===== config.mk =====
export PLATFORM = sky130hd
export DESIGN_NAME = expr_pipe
export DESIGN_NICKNAME = d
export VERILOG_FILES = /design/src/rtl/expr_pipe_pkg.sv /design/src/rtl/expr_delay.sv /design/src/rtl/expr_add.sv /design/src/rtl/expr_mul.sv /design/src/rtl/expr_div.sv /design/src/rtl/expr_pipe.sv
export SDC_FILE = /design/constraint.sdc
export NUM_CORES = 2
export LEC_CHECK = 0
export ABC_AREA = 1
export CAP_MARGIN = 40
export CORE_ASPECT_RATIO = 0.75
export CORE_MARGIN = 2
export CORE_UTILIZATION = 50
export DETAILED_ROUTE_END_ITERATION = 7
export HOLD_SLACK_MARGIN = 0.08
export PLACE_DENSITY = 0.72
export SLEW_MARGIN = 30
export SYNTH_ARGS = -nofsm -noshare
export SYNTH_HDL_FRONTEND = slang
export SYNTH_SLANG_ARGS = --single-unit

===== constraint.sdc =====
create_clock -name clk_i -period 74.9 [get_ports clk_i]
set_clock_uncertainty 0.1 [all_clocks]
set_input_delay 18.725 -clock clk_i [delete_from_list [all_inputs] [get_ports clk_i]]
set_output_delay 18.725 -clock clk_i [all_outputs]
set_load 0.01 [all_outputs]

===== src/rtl/expr_pipe_pkg.sv =====
package expr_pipe_pkg;
  localparam int unsigned LAT_ADD = 1;
  localparam int unsigned LAT_MUL = 2;
  localparam int unsigned LAT_DIV = 6;
endpackage


===== src/rtl/expr_delay.sv =====
module expr_delay #(
  parameter int unsigned W     = 8,
  parameter int unsigned DEPTH = 1,
  parameter bit          RST   = 1'b0
) (
  input  logic         clk_i,
  input  logic         rst_ni,
  input  logic [W-1:0] d_i,
  output logic [W-1:0] q_o
);
  if (DEPTH == 0) begin : g_wire
    assign q_o = d_i;
  end else begin : g_regs
    logic [W-1:0] stage_q [DEPTH];
    if (RST) begin : g_rst
      always_ff @(posedge clk_i or negedge rst_ni) begin
        if (!rst_ni) begin
          for (int i = 0; i < DEPTH; i++) stage_q[i] <= '0;
        end else begin
          stage_q[0] <= d_i;
          for (int i = 1; i < DEPTH; i++) stage_q[i] <= stage_q[i-1];
        end
      end
    end else begin : g_norst
      always_ff @(posedge clk_i) begin
        stage_q[0] <= d_i;
        for (int i = 1; i < DEPTH; i++) stage_q[i] <= stage_q[i-1];
      end
    end
    assign q_o = stage_q[DEPTH-1];
  end
endmodule


===== src/rtl/expr_add.sv =====
module expr_add #(
  parameter int unsigned W = 8
) (
  input  logic         clk_i,
  input  logic [W-1:0] a_i,
  input  logic [W-1:0] b_i,
  output logic [W:0]   s_o
);
  always_ff @(posedge clk_i) s_o <= {1'b0, a_i} + {1'b0, b_i};
endmodule


===== src/rtl/expr_mul.sv =====
module expr_mul
  import expr_pipe_pkg::*;
#(
  parameter int unsigned AW = 8,
  parameter int unsigned BW = 8
) (
  input  logic            clk_i,
  input  logic            rst_ni,
  input  logic [AW-1:0]   a_i,
  input  logic [BW-1:0]   b_i,
  output logic [AW+BW-1:0] p_o
);
  localparam int unsigned PW = AW + BW;
  logic [PW-1:0] prod_q;

  always_ff @(posedge clk_i) prod_q <= PW'(a_i) * PW'(b_i);

  // remaining stages retime the product
  expr_delay #(.W(PW), .DEPTH(LAT_MUL - 1), .RST(1'b0)) u_tail (
    .clk_i(clk_i), .rst_ni(rst_ni), .d_i(prod_q), .q_o(p_o)
  );
endmodule


===== src/rtl/expr_div.sv =====
module expr_div
  import expr_pipe_pkg::*;
#(
  parameter int unsigned NW = 33,
  parameter int unsigned DW = 8
) (
  input  logic          clk_i,
  input  logic          rst_ni,
  input  logic [NW-1:0] num_i,
  input  logic [DW-1:0] den_i,
  output logic [NW-1:0] quo_o
);
  logic [NW-1:0] quo_q;

  always_ff @(posedge clk_i) begin
    if (den_i == '0) quo_q <= '1;
    else             quo_q <= num_i / NW'(den_i);
  end

  expr_delay #(.W(NW), .DEPTH(LAT_DIV - 1), .RST(1'b0)) u_tail (
    .clk_i(clk_i), .rst_ni(rst_ni), .d_i(quo_q), .q_o(quo_o)
  );
endmodule


===== src/rtl/expr_pipe.sv =====
module expr_pipe
  import expr_pipe_pkg::*;
#(
  parameter int unsigned W = 8
) (
  input  logic             clk_i,
  input  logic             rst_ni,
  input  logic             valid_i,
  input  logic [W-1:0]     a_i,
  input  logic [W-1:0]     b_i,
  input  logic [W-1:0]     c_i,
  input  logic [W-1:0]     d_i,
  input  logic [W-1:0]     e_i,
  input  logic [W-1:0]     f_i,
  output logic             valid_o,
  output logic [4*W:0]     res_o
);
  localparam int unsigned SW     = W + 1;
  localparam int unsigned ABW    = 2 * W;
  localparam int unsigned CSW    = W + SW;
  localparam int unsigned PW     = ABW + CSW;
  localparam int unsigned AB_DLY = LAT_ADD;             // a*b waits for the adder
  localparam int unsigned C_DLY  = LAT_ADD;
  localparam int unsigned F_DLY  = LAT_ADD + 2 * LAT_MUL;
  localparam int unsigned LAT    = F_DLY + LAT_DIV;
  localparam int unsigned CW     = $clog2(LAT + 1);

  logic [SW-1:0]  sum;
  logic [ABW-1:0] ab, ab_al;
  logic [W-1:0]   c_al, f_al;
  logic [CSW-1:0] cs;
  logic [PW-1:0]  prod;
  logic [0:0]     vld;

  expr_add #(.W(W)) u_add (.clk_i(clk_i), .a_i(d_i), .b_i(e_i), .s_o(sum));

  expr_mul #(.AW(W), .BW(W)) u_mul_ab (
    .clk_i(clk_i), .rst_ni(rst_ni), .a_i(a_i), .b_i(b_i), .p_o(ab)
  );
  expr_delay #(.W(ABW), .DEPTH(AB_DLY)) u_dly_ab (
    .clk_i(clk_i), .rst_ni(rst_ni), .d_i(ab), .q_o(ab_al)
  );
  expr_delay #(.W(W), .DEPTH(C_DLY)) u_dly_c (
    .clk_i(clk_i), .rst_ni(rst_ni), .d_i(c_i), .q_o(c_al)
  );
  expr_mul #(.AW(W), .BW(SW)) u_mul_cs (
    .clk_i(clk_i), .rst_ni(rst_ni), .a_i(c_al), .b_i(sum), .p_o(cs)
  );
  expr_mul #(.AW(ABW), .BW(CSW)) u_mul_p (
    .clk_i(clk_i), .rst_ni(rst_ni), .a_i(ab_al), .b_i(cs), .p_o(prod)
  );
  expr_delay #(.W(W), .DEPTH(F_DLY)) u_dly_f (
    .clk_i(clk_i), .rst_ni(rst_ni), .d_i(f_i), .q_o(f_al)
  );
  expr_div #(.NW(PW), .DW(W)) u_div (
    .clk_i(clk_i), .rst_ni(rst_ni), .num_i(prod), .den_i(f_al), .quo_o(res_o)
  );
  expr_delay #(.W(1), .DEPTH(LAT), .RST(1'b1)) u_dly_v (
    .clk_i(clk_i), .rst_ni(rst_ni), .d_i(valid_i), .q_o(vld)
  );
  assign valid_o = vld[0];

  // cycles since reset, saturating; gates history-based checks
  logic [CW-1:0] warm_q;
  always_ff @(posedge clk_i or negedge rst_ni) begin
    if (!rst_ni)                warm_q <= '0;
    else if (warm_q < CW'(LAT)) warm_q <= warm_q + 1'b1;
  end

  a_r2_valid_latency: assert property (@(posedge clk_i) disable iff (!rst_ni)
    (warm_q >= CW'(LAT)) |-> (valid_o == $past(valid_i, LAT)));

  a_r5_quiet_after_reset: assert property (@(posedge clk_i) disable iff (!rst_ni)
    (warm_q < CW'(LAT)) |-> !valid_o);

  a_r1_product_align: assert property (@(posedge clk_i) disable iff (!rst_ni)
    (warm_q >= CW'(F_DLY) && $past(valid_i, F_DLY)) |->
    (prod == $past(PW'(a_i) * PW'(b_i) * PW'(c_i) * (PW'(d_i) + PW'(e_i)), F_DLY)));

  a_r4_zero_divisor: assert property (@(posedge clk_i) disable iff (!rst_ni)
    (warm_q >= CW'(LAT) && valid_o && $past(f_i, LAT) == '0) |-> (&res_o));
endmodule


# == Word-level counts from Yosys, hierarchy flattened ==
# Memories as Yosys holds them, arrays and structs flattened.
# Index checks and enable logic that the tools add are counted.
# word_totals
ff_bits,119
latchBits,0
ramBits,295
romBits,0
inputBits,51
output_inout_bits,34
wordCells,29
mem_count,7
# classes
add_sub_neg,1
multipliers,3
div_mod_pow,1
order_cmp,0
eq_ne,0
shift,0
muxes,0
n_bitwise,0
reduce_logical,1
# mem_list
memory,words,width,read_ports,rd_ports_with_merged_regs,wr,line,source
u_div.u_tail.g_regs.stage_q,5,33,5,0,5,expr_delay.sv:14,logic [W-1:0] stage_q [DEPTH];
u_dly_f.g_regs.stage_q,5,8,5,0,5,expr_delay.sv:14,
u_mul_p.u_tail.g_regs.stage_q,1,33,1,0,1,expr_delay.sv:14,
u_mul_cs.u_tail.g_regs.stage_q,1,17,1,0,1,expr_delay.sv:14,
u_dly_ab.g_regs.stage_q,1,16,1,0,1,expr_delay.sv:14,
u_mul_ab.u_tail.g_regs.stage_q,1,16,1,0,1,expr_delay.sv:14,
1 more memories,--,--,--,--,--,--,
# ops
cell,count
33-bit by 8-bit divider with 33-bit output,1
16-bit by 17-bit multiplier with 33-bit output,1
8-bit by 9-bit multiplier with 17-bit output,1
8-bit by 8-bit multiplier with 16-bit output,1
8-bit by 8-bit adder with 9-bit output,1
8-bit logical NOT,1

# == Longest topological paths before layout ==
# logic_depth
ltp_word,1
ltp_mapped,485
ltp_nobuf,445

# == Modules after synthesis ==
# Synthesis repeated with hierarchy kept, for this count alone.
# hier_totals
cells_unflattened,7084
hier_area_um2,50159.4
# modules_own_cells
module,n_inst,cells_per_inst,area_per_inst_um2,seq_area_each_um2
expr_div,1,4414,27038.4,660.6
expr_mul at u_mul_p,1,1468,10616.4,660.6
expr_delay at u_div.u_tail,1,165,3303.2,3303.2
expr_mul at u_mul_cs,1,437,3050.4,340.3
expr_mul at u_mul_ab,1,391,2716.4,320.3
expr_delay at u_dly_f,1,40,800.8,800.8
expr_delay at u_mul_p.u_tail,1,33,660.6,660.6
expr_delay at u_dly_ab ...,2,16,320.3,320.3
expr_add,1,68,556.8,180.2
expr_delay at u_mul_cs.u_tail,1,17,340.3,340.3
expr_delay at u_dly_v,1,11,275.3,275.3
expr_delay at u_dly_c,1,8,160.2,160.2

# == Least setup slack after synthesis ==
# OpenSTA, ideal clock, no wires.
# synth_path
path_type,reg2reg
startpoint,"memory u_dly_f.g_regs.stage_q[32][0], in the netlist u_dly_f.g_regs.stage_q[4][0]"
endpoint,register u_div.quo_q[0]
setup_ns,0.121
t_arrival_ns,63.584
t_required_ns,74.679
slack_ns,11.095
path_stages_with_launch,469
path_buffers,41
synth_period_minus_slack_ns,63.805
path_cell_list,dfxtp_1 -> inv_1 -> ha_1 -> or2_2 -> nand3_1 -> nand2_1 -> and2_2 -> ha_1 -> inv_1 -> o21bai_1 -> nand2_1 -> nand2_1 -> o21ai_1 -> ha_1 -> inv_1 -> o21bai_2 -> nand2_2 -> nand2_2 -> [433 not listed] -> nor2_4 -> nand2_8 -> inv_6 -> buf_2 -> o21ai_1 -> ha_1 -> nand2_1 -> inv_1 -> nand3_1 -> o221ai_1 -> nand3_1 -> a21boi_0 -> nand3_1 -> nand2_1 -> nor2_1 -> nand2_1 -> nor2_1 -> nand3_1
# synth_lines
element,line,source
from (decl),expr_delay.sv:14,
to (signal assigned),expr_div.sv:17,else quo_q <= num_i / NW'(den_i);
to (decl),expr_div.sv:13,logic [NW-1:0] quo_q;

==> key figures <==
Detailed routing
  – Top layer in use: met5
  – Residual DRC: 0
  – Detailed Route WL: 115000 µm
  – Wire length on met3: 8951 µm
  – Vias per inst: 5.155
  – Drt first pass iters: 6
  – WL met1: 56740 µm
  – Wire per inst: 14.63 µm
  – Starting DRT DRC Count: 3052
  – Met2 wire len: 47310 µm
  – Via Count: 40520
  – Final ANT Viol Nets: 0

STA
  – Fin crit period: 67.37 ns
  – Worst slew pin tran: 0.9229 ns
  – Final WS setup: 7.529 ns
  – Unrepaired setup endpoints after global routing: no
  – Fin Setup TNS: 0 ns
  – Max-Slew Margin vs Limit: 38.39%
  – Period utilisation layout: 89.95%
  – Fmax: 14.84 MHz
  – # setup viols final: 0
  – Fin. max-slew vios: 0
  – Final hold vios: 0

Logic synthesis
  – Ys Warns: 0
  – Ys async rst share: 2.657%
  – Top post-synthesis cells by area: dfxtp_1 17%, nand2_1 12%, fa_1 12%
  – Mapped Area: 48260 µm²
  – Synth area leader: dfxtp_1
  – Post-synth EDFFs: 0
  – Gate Count Post-Synth: 6603
  – Avg Cell Area, Syn: 7.309 µm²
  – Synthesized net count: 7364
  – Seq/Total Area, Yosys: 17.29%
  – Synth top area share: 16.72%
  – Unique cell type count in the Yosys netlist: 81
  – Ys flop type: dfxtp_1
  – Flops & latches, synth: 414

Job
  – MaxCap Viol Count: 0

Setup path
  – CP endpoint kind: register
  – CP Data Required Time: 75.34 ns
  – R2r startpoint: u_dly_f.g_regs.stage_q[4][0]$_DFF_P_
  – Cell family with most CP delay: simple AND/OR/NAND/NOR gates
  – Reg2reg setup slack: 7.53 ns
  – Arrival time at the worst endpoint: 67.81 ns
  – Reg2reg end: u_div.quo_q[0]$_SDFF_PN1_
  – Worst path max stage delay: 0.45 ns
  – Most used cell, CP: nand2_1
  – Startpoint Class: register
  – Slowest stage cell, crit path: dfxtp_1
  – Cell count of the worst reg-to-reg path: 440
  – Worst path bufs/invs: 71
  – Worst-path fanout max: 32
  – Crit Path Class: register to register

Global routing
  – Vias in the first global route: 38470
  – First-pass GRT wire length: 190400 µm
  – Largest net degree at the start of global routing: 37
  – Antenna violations before repair: 6
  – Tot GR Track Use: 23.05%
  – GR Overflow Total: 0

Die
  – FP Rows: 98
  – DIE AREA: 99050 µm²
  – Initial Utilization: 50.52%
  – CORE AREA: 95520 µm²
  – IO Count: 85
  – Die W: 362.7 µm
  – Die height: 273.1 µm

Clock network
  – Clk root buf: clkbuf_16
  – TritonCTS clock tree: yes
  – Clk slew on worst S/H paths: 0.07 ns
  – Max Root-Sink Buffers: 3
  – Worst skew pair latency: 0.61 ns
  – H-tree lvl count: 2
  – Sink Count: 414
  – CTS buffer count: 45

Place
  – Setup WS pre-CTS: 4.640 ns
  – Routability Congestion: 0.9289
  – Buffers on Ports: 84
  – Post-DP HPWL: 91240 µm
  – DP Area: 49570 µm²

Layout
  – Nets: 7333
  – Share of post-route cells with drive strength above 1: 14.95%
  – Layout area overhead: 6.453%
  – Finished Cell Area: 51370 µm²

Min path
  – Hold/Removal Path Class: register to register
  – Hold path cells: 0
  – Hold EP: u_mul_cs.u_tail.g_regs.stage_q[0][4]$_DFF_P_
  – Worst hold start: u_mul_cs.prod_q[4]$_DFF_P_

Status
  – Status: complete, no violations
-- cell usage in the layout (no fill, tap or decap), drive strengths merged, types with 12 or more instances in the layout --
master / netlist / routed
xor2: 172 / 172
nand3: 483 / 483
clkinv: 54 / 69
nand2: 1879 / 1879
nor3: 30 / 30
nand4: 132 / 132
fa: 287 / 287
nand3b: 36 / 36
buf: 49 / 28
dfxtp: 403 / 403
a21o: 23 / 23
or2: 25 / 25
nor2: 578 / 582
o31ai: 12 / 12
o21bai: 25 / 25
xnor2: 96 / 96
ha: 423 / 423
a21oi: 236 / 236
clkdlybuf4s50: 0 / 84
clkinvlp: 1 / 12
o21ai: 324 / 324
inv: 1118 / 1120
clkbuf: 144 / 51
-- worst reg2reg max path: cells and delay by family (launching register included) --
family	cells	cell delay, ns
flops	1	0.45
simple gates	207	26.18
compound gates	129	22.23
fa+ha+maj	33	10.18
buf+inv	71	8.14
-- flip-flops by register name, indices dropped and copies added, names as in the netlist, 9 cells and up --
| signal | cells |
|---|---|
| u_add.s_o | 9 |
| u_div.quo_q | 33 |
| u_div.u_tail.g_regs.stage_q | 165 |
| u_dly_ab.g_regs.stage_q | 16 |
| u_dly_f.g_regs.stage_q | 40 |
| u_dly_v.g_regs.stage_q | 10 |
| u_mul_ab.prod_q | 16 |
| u_mul_ab.u_tail.g_regs.stage_q | 16 |
| u_mul_cs.prod_q | 17 |
| u_mul_cs.u_tail.g_regs.stage_q | 17 |
| u_mul_p.prod_q | 33 |
| u_mul_p.u_tail.g_regs.stage_q | 33 |
-- layer usage --
| layer | GRT usage, % | vias to the layer above |
|---|---|---|
| li1 | - | 20580 |
| met1 | 34.28 | 18660 |
| met2 | 34.54 | 1152 |
| met3 | 4.225 | 125 |
| met4 | 4.815 | 2 |
| met5 | 0 | - |
-- area by class of cell --
type	instances	area, µm²
Clock buffer	51	1190
Antenna cell	2	5.005
Fill cell	8953	44140
Sequential cell	414	8343
Inverter	1180	4623
Multi-Input combinational cell	4819	34170
Timing Repair Buffer	112	1085
Clock inverter	32	395.4
Tap cell	1250	1564
-- cell families (layout without fill, tap and decap cells) --
family,Yosys count,count (layout),share of synthesized area (%)
AOI/OAI and AO/OA,664,664,8.058
xor gates and xnor gates,268,268,4.918
adders and majority gates,710,710,22.87
buffers and inverters,1374,1375,12.10
DFF,414,414,17.29
other,0,2,0
and+or+nand+nor,3173,3177,34.76
-- metrics by stage --
step,hold slack [ns],instances,utilization (%)
floorplan,0.2096,6603,-
global placement,0.2098,7762,51.89
detailed placement,0.2121,7762,51.89
CTS,0.2170,7845,53.55
global route,0.2254,7860,53.78
finish,0.2121,7860,53.78
-- worst max path at each step --
stage                                         startpoint                        end  slack [ns]  cells after the start
finish              u_dly_f.g_regs.stage_q[4][0]$_DFF_P_  u_div.quo_q[0]$_SDFF_PN1_        7.53                    440
global route        u_dly_f.g_regs.stage_q[4][0]$_DFF_P_  u_div.quo_q[0]$_SDFF_PN1_       0.005                    441
CTS                 u_dly_f.g_regs.stage_q[4][6]$_DFF_P_  u_div.quo_q[0]$_SDFF_PN1_        4.31                    432
detailed placement  u_dly_f.g_regs.stage_q[4][6]$_DFF_P_  u_div.quo_q[0]$_SDFF_PN1_        4.64                    431
global placement    u_dly_f.g_regs.stage_q[4][1]$_DFF_P_  u_div.quo_q[0]$_SDFF_PN1_        7.62                    429
floorplan           u_dly_f.g_regs.stage_q[4][0]$_DFF_P_  u_div.quo_q[0]$_SDFF_PN1_       11.09                    468
-- repair_timing --
| action | CTS | global route |
|---|---|---|
| gates resized for setup | 0 | 27 |
| endpoints found under the setup margin | 0 | 3 |
| buffers inserted | 0 | 4 |
| hold buffers | 0 | 0 |
-- synthesized netlist by cell type, types with 89 or more instances --
library cell and n:
nor2_2 89, fa_1 287, nand2_4 97, nand2_1 1599, dfxtp_1 403, xor2_1 170
nor2_1 399, o21ai_0 219, clkbuf_1 144, xnor2_1 96, nand3_1 301, nand3_2 136
nand4_1 120, inv_1 1037, nand2_2 178, ha_1 423, a21oi_1 226
Power is not shown: default switching activity piles up to over one toggle a cycle in this logic, so the estimate is an artifact.
